`src/rtl/pixseq_pkg.sv`:
```
package pixseq_pkg;

  typedef enum logic [1:0] {
    SHOW_BLANK = 2'd0,
    SHOW_HIRES = 2'd1,
    SHOW_LAYER = 2'd2
  } show_mode_t;

  // High-resolution wins when both registers are set.
  function automatic show_mode_t decide_mode(input logic hi, input logic lay);
    if (hi)       return SHOW_HIRES;
    else if (lay) return SHOW_LAYER;
    else          return SHOW_BLANK;
  endfunction

endpackage

```
`src/rtl/pixseq_clkdiv.sv`:
```
module pixseq_clkdiv (
  input  logic clk,
  input  logic rst_n,
  output logic clk_div2,
  output logic clk_div4,
  output logic cpu_clk,
  output logic slot_edge
);
  localparam int PH_W = 2;

  logic [PH_W-1:0] phase;

  always_ff @(posedge clk) begin
    if (!rst_n) phase <= '0;
    else        phase <= phase + 1'b1;
  end

  assign clk_div2  = phase[0];
  assign clk_div4  = phase[1];
  assign cpu_clk   = ~&phase;
  assign slot_edge = phase[0];

  AST_CPU_LOW_SINGLE: assert property (@(posedge clk) disable iff (!rst_n)
    !cpu_clk |=> cpu_clk);
  AST_DIV4_ON_DIV2_FALL: assert property (@(posedge clk) disable iff (!rst_n)
    !$stable(clk_div4) |-> $fell(clk_div2));
  AST_DIV2_TOGGLES: assert property (@(posedge clk) disable iff (!rst_n)
    clk_div2 |=> !clk_div2);

endmodule

```
`src/rtl/pixseq_latch.sv`:
```
module pixseq_latch
  import pixseq_pkg::*;
#(
  parameter int PIX_W = 8
) (
  input  logic             clk,
  input  logic             rst_n,
  input  logic             slot_edge,
  input  logic             hold,
  input  logic [2*PIX_W-1:0] word,
  input  show_mode_t       mode_in,
  output logic [PIX_W-1:0] pix_lo,
  output logic [PIX_W-1:0] pix_hi,
  output show_mode_t       mode_q,
  output logic             slot_live
);
  logic do_load;
  assign do_load = slot_edge && !hold;

  always_ff @(posedge clk) begin
    if (!rst_n) begin
      pix_lo    <= '0;
      pix_hi    <= '0;
      mode_q    <= SHOW_BLANK;
      slot_live <= 1'b0;
    end else if (slot_edge) begin
      slot_live <= !hold;
      if (do_load) begin
        pix_lo <= word[PIX_W-1:0];
        pix_hi <= word[2*PIX_W-1:PIX_W];
        mode_q <= mode_in;
      end
    end
  end

  AST_HOLD_KEEPS_PIXELS: assert property (@(posedge clk) disable iff (!rst_n)
    (slot_edge && hold) |=> ($stable(pix_lo) && $stable(pix_hi)));
  AST_LOAD_TAKES_WORD: assert property (@(posedge clk) disable iff (!rst_n)
    do_load |=> (pix_hi == $past(word[2*PIX_W-1:PIX_W])));

endmodule

```
`src/rtl/pixseq_select.sv`:
```
module pixseq_select
  import pixseq_pkg::*;
#(
  parameter int PIX_W   = 8,
  parameter int COLOR_W = 7
) (
  input  show_mode_t         mode_now,
  input  logic [2*PIX_W-1:0] word,
  input  show_mode_t         mode_q,
  input  logic [PIX_W-1:0]   pix_lo,
  input  logic [PIX_W-1:0]   pix_hi,
  output logic [COLOR_W-1:0] first_col,
  output logic [COLOR_W-1:0] second_col
);
  localparam int SEL_BIT = PIX_W - 1;

  function automatic logic [PIX_W-1:0] layer_pick(input logic [PIX_W-1:0] bg,
                                                  input logic [PIX_W-1:0] fg);
    return fg[SEL_BIT] ? bg : fg;
  endfunction

  function automatic logic [COLOR_W-1:0] shade(input show_mode_t m,
                                               input logic [PIX_W-1:0] bg,
                                               input logic [PIX_W-1:0] fg,
                                               input logic second);
    logic [PIX_W-1:0] p;
    case (m)
      SHOW_HIRES: p = second ? fg : bg;
      SHOW_LAYER: p = layer_pick(bg, fg);
      default:    p = '0;
    endcase
    return p[COLOR_W-1:0];
  endfunction

  assign first_col  = shade(mode_now, word[PIX_W-1:0], word[2*PIX_W-1:PIX_W], 1'b0);
  assign second_col = shade(mode_q, pix_lo, pix_hi, 1'b1);

endmodule

```
`src/rtl/pixseq_top.sv`:
```
module pixseq_top
  import pixseq_pkg::*;
#(
  parameter int PIX_W   = 8,
  parameter int COLOR_W = 7
) (
  input  logic                 clk,
  input  logic                 rst_n,
  input  logic [2*PIX_W-1:0]   pix_word,
  input  logic                 hires_en,
  input  logic                 layer_en,
  input  logic                 cpu_access,
  output logic [COLOR_W-1:0]   color,
  output logic                 clk_div2,
  output logic                 clk_div4,
  output logic                 cpu_clk
);
  logic             slot_edge;
  show_mode_t       mode_now;
  show_mode_t       mode_q;
  logic [PIX_W-1:0] pix_lo;
  logic [PIX_W-1:0] pix_hi;
  logic             slot_live;
  logic [COLOR_W-1:0] first_col;
  logic [COLOR_W-1:0] second_col;
  logic             show_first;
  logic             show_second;

  assign mode_now = decide_mode(hires_en, layer_en);

  pixseq_clkdiv u_clkdiv (
    .clk      (clk),
    .rst_n    (rst_n),
    .clk_div2 (clk_div2),
    .clk_div4 (clk_div4),
    .cpu_clk  (cpu_clk),
    .slot_edge(slot_edge)
  );

  pixseq_latch #(.PIX_W(PIX_W)) u_latch (
    .clk      (clk),
    .rst_n    (rst_n),
    .slot_edge(slot_edge),
    .hold     (cpu_access),
    .word     (pix_word),
    .mode_in  (mode_now),
    .pix_lo   (pix_lo),
    .pix_hi   (pix_hi),
    .mode_q   (mode_q),
    .slot_live(slot_live)
  );

  pixseq_select #(.PIX_W(PIX_W), .COLOR_W(COLOR_W)) u_select (
    .mode_now  (mode_now),
    .word      (pix_word),
    .mode_q    (mode_q),
    .pix_lo    (pix_lo),
    .pix_hi    (pix_hi),
    .first_col (first_col),
    .second_col(second_col)
  );

  assign show_first  = slot_edge && !cpu_access;
  assign show_second = !slot_edge && slot_live;

  always_ff @(posedge clk) begin
    if (!rst_n)           color <= '0;
    else if (show_first)  color <= first_col;
    else if (show_second) color <= second_col;
  end

  AST_ACCESS_FREEZES: assert property (@(posedge clk) disable iff (!rst_n)
    (slot_edge && cpu_access) |=> $stable(color));
  AST_ACCESS_FREEZES_LATE: assert property (@(posedge clk) disable iff (!rst_n)
    (slot_edge && cpu_access) |=> ##1 $stable(color));
  AST_BLANK_IS_ZERO: assert property (@(posedge clk) disable iff (!rst_n)
    (slot_edge && !cpu_access && !hires_en && !layer_en) |=> (color == '0));
  AST_HIRES_FIRST: assert property (@(posedge clk) disable iff (!rst_n)
    (slot_edge && !cpu_access && hires_en) |=> (color == $past(pix_word[COLOR_W-1:0])));

endmodule

```
`config.mk`:
```
export PLATFORM = sky130hd
export DESIGN_NAME = pixseq_top
export DESIGN_NICKNAME = d
export VERILOG_FILES = /design/src/rtl/pixseq_pkg.sv /design/src/rtl/pixseq_clkdiv.sv /design/src/rtl/pixseq_latch.sv /design/src/rtl/pixseq_select.sv /design/src/rtl/pixseq_top.sv
export SDC_FILE = /design/constraint.sdc
export NUM_CORES = 1
export LEC_CHECK = 0
export ABC_AREA = 1
export BUFFER_PORTS_ARGS = -buffer_cell sky130_fd_sc_hd__buf_2
export CAP_MARGIN = 10
export CORE_AREA = 2 2 53 55
export CTS_BUF_LIST = sky130_fd_sc_hd__clkbuf_8 sky130_fd_sc_hd__clkbuf_16
export CTS_CLUSTER_DIAMETER = 50
export DETAILED_ROUTE_END_ITERATION = 7
export DIE_AREA = 0 0 55 57
export PLACE_DENSITY = 0.85
export SYNTH_ARGS = -nofsm -noshare
export SYNTH_HDL_FRONTEND = slang
export SYNTH_SLANG_ARGS = --single-unit
```
`constraint.sdc`:
```
create_clock -name clk -period 2.91 [get_ports clk]
set_input_delay 0.582 -clock clk [delete_from_list [all_inputs] [get_ports clk]]
set_output_delay 0.582 -clock clk [all_outputs]
set_load 0.01 [all_outputs]
```
==> results.txt <==
hold slack: 0.453 ns
Rows: 19
Mapped Nets: 241
fraction of layout cells with a size suffix above 1: 16.1%
DRC violations left: 0
Synth Area in Compound Gates: 16.6%
Tot Pwr: 0.000755 W
Initial Util: 54.2%
PortBufs: 29
Peak Freq: 594 MHz
Worst-Skew Late Latency: 0.27 ns
Synth Area per Inst: 6.53 um2
post-synthesis xor/xnor area fraction: 0%
number of nets in the final layout: 267
Post-DP HPWL: 2170 um
critical path type: reg2out
die area: 3140 um2
worst-path fanout max: 6
fin crit share: 57.8%
DR vias/cell: 5.18
Clock Path Buffers: 2
vias after detailed routing: 1415
synth warn: 0
sequential-to-total area share from yosys stat: 38.2%
Max Slew Vio Count: 0
core area: 2620 um2
WL/cell: 11.6 um
Power Dens Cells: 477 nW/um2
num ports: 31
first-pass GRT wire length: 5490 um
Setup crit end kind: primary output
peak supply drop: 0.446 mV
Worst Path Required: 2.33 ns
grt ovf: 0
H-tree Lvls: 1
outcome: finished, final reports clean
setup violators final: 0
synth unique cells: 18
final setup margin: 1.23 ns
area grow syn2layout: 11.7%
largest net degree at the start of global routing: 35
Final ANT Viol Nets: 0
post-synthesis mux area share: 0%
CTS tree: built
Final TNS setup: 0 ns
# clock sinks: 27
overall routing resource usage: 23.5%
Post-Synth Simple-Gate Area: 29.2%
adder-cell share of the synthesized area: 2.65%
number of DRC markers in iteration 0: 42
antenna cell count: 0
Mapped Cells: 217
final core occ: 60.5%
worst clock skew: 0.00196 ns
Die W: 55 um
initial antenna violation count: 0
drt total wl: 3170 um
filler instances: 280
largest family of logic cells by synthesized area: simple AND/OR/NAND/NOR gates
vias in the first global route: 1334
Post-CTS Resized: 0
HP Class: reg2reg
Hold-fix buffers, CTS: 0
Setup crit start kind: flip-flop
unrepaired setup endpoints after global routing: false
final hold violations: 0
CTS Buf Count: 3
minimum clock period: 1.68 ns
die height: 57 um
FF+latch count, synth: 27
relative slew slack: 73.8%
Max-cap violations: 0
DR pass1 iterations: 4
post-CTS setup buffers: 0
Worst Path Arrival: 1.10 ns
Worst-path clk slew: 0.09 ns
CTS root buf: clkbuf_8
slew at the pin closest to its max-slew limit: 0.393 ns
RePlAce Congestion: 0.765
Pleak: 0.773 nW
pre-CTS WS: 1.11 ns
mapped cell area: 1420 um2
layout make-up:
type	count	area, um2	area share, %
clock inverters	1	5.00	0.316
clock buffers	3	41.3	2.61
multi-input cells	149	687	43.4
flip-flops and latches	27	541	34.2
well taps	31	38.8	2.45
repair buffers	29	145	9.18
inverters	33	124	7.83
stage by stage:
step	instance area [um2]	cells
6_report	1580	273
4_1_cts	1580	273
2_1_floorplan	1420	217
3_5_place_dp	1540	269
3_3_place_gp	1540	269
5_1_grt	1580	273
power breakdown:
part	internal (W)	switching, W	leakage (nW)	total [W]
combinational	0.0000495	0.0000843	0.526	0.000134
clock	0.0000961	0.000117	0.0255	0.000213
sequential	0.000395	0.0000136	0.222	0.000408
total	0.000540	0.000215	0.773	0.000755
registers in the layout (all words and copies together) (netlist names):
register           count
u_latch.pix_lo         7
u_latch.mode_q         2
u_latch.pix_hi         8
u_clkdiv.phase         2
color                  7
u_latch.slot_live      1
synth_stat cells, drive strengths merged:
library cell,instances,area [um2]
o21ai,22,110
a21oi,25,125
ha,3,37.5
nor2,20,82.6
clkbuf,2,7.51
dfxtp,27,541
nand2,69,272
nand3,10,60.1
clkinv,1,3.75
inv,32,120
buf,6,57.6
worst max-delay path, cell delays in order, from the launching register on:
cell     delay, ns
dfxtp_1       0.48
ha_1          0.19
inv_1         0.03
buf_2         0.13
worst paths after layout:
kind | from | slack (ns) | depth (start not counted) | endpoint
min reg2reg | u_latch.pix_lo[5] | 0.45 | 2 | u_latch.pix_lo[5]
max | u_clkdiv.phase[0] | 1.23 | 3 | cpu_clk
min | u_latch.pix_lo[5] | 0.45 | 2 | u_latch.pix_lo[5]
max reg2reg | u_clkdiv.phase[0] | 1.34 | 7 | color[3]
logic make-up (layout without fill, tap and decap cells):
family	Yosys count	in the layout
buffers and inverters	41	66
adders and majority gates	3	3
AOI/OAI and AO/OA	47	47
DFF	27	27
and+or+nand+nor	99	99
metal layers:
metal / GRT usage (%) / wire length [um]
met1: 30.2 / 1430
met2: 39.8 / 1540
met3: 4.71 / 187
met4: 5.57 / 19
met5: 0 / 0
layout by cell type (no fill, tap or decap):
| cell | instances |
|---|---|
| nand2_1 | 66 |
| inv_1 | 32 |
| buf_2 | 29 |
| dfxtp_1 | 27 |
| a21oi_1 | 25 |
| o21ai_0 | 21 |
| nor2_1 | 19 |
| nand3_1 | 8 |
| ha_1 | 3 |
| clkbuf_8 | 3 |
| nand2_2 | 2 |
| nand3_2 | 2 |
| nand2_4 | 1 |
| o21ai_1 | 1 |
| nor2_4 | 1 |
| clkinv_1 | 1 |
| clkinv_2 | 1 |
(Power assumes the default switching activity.)
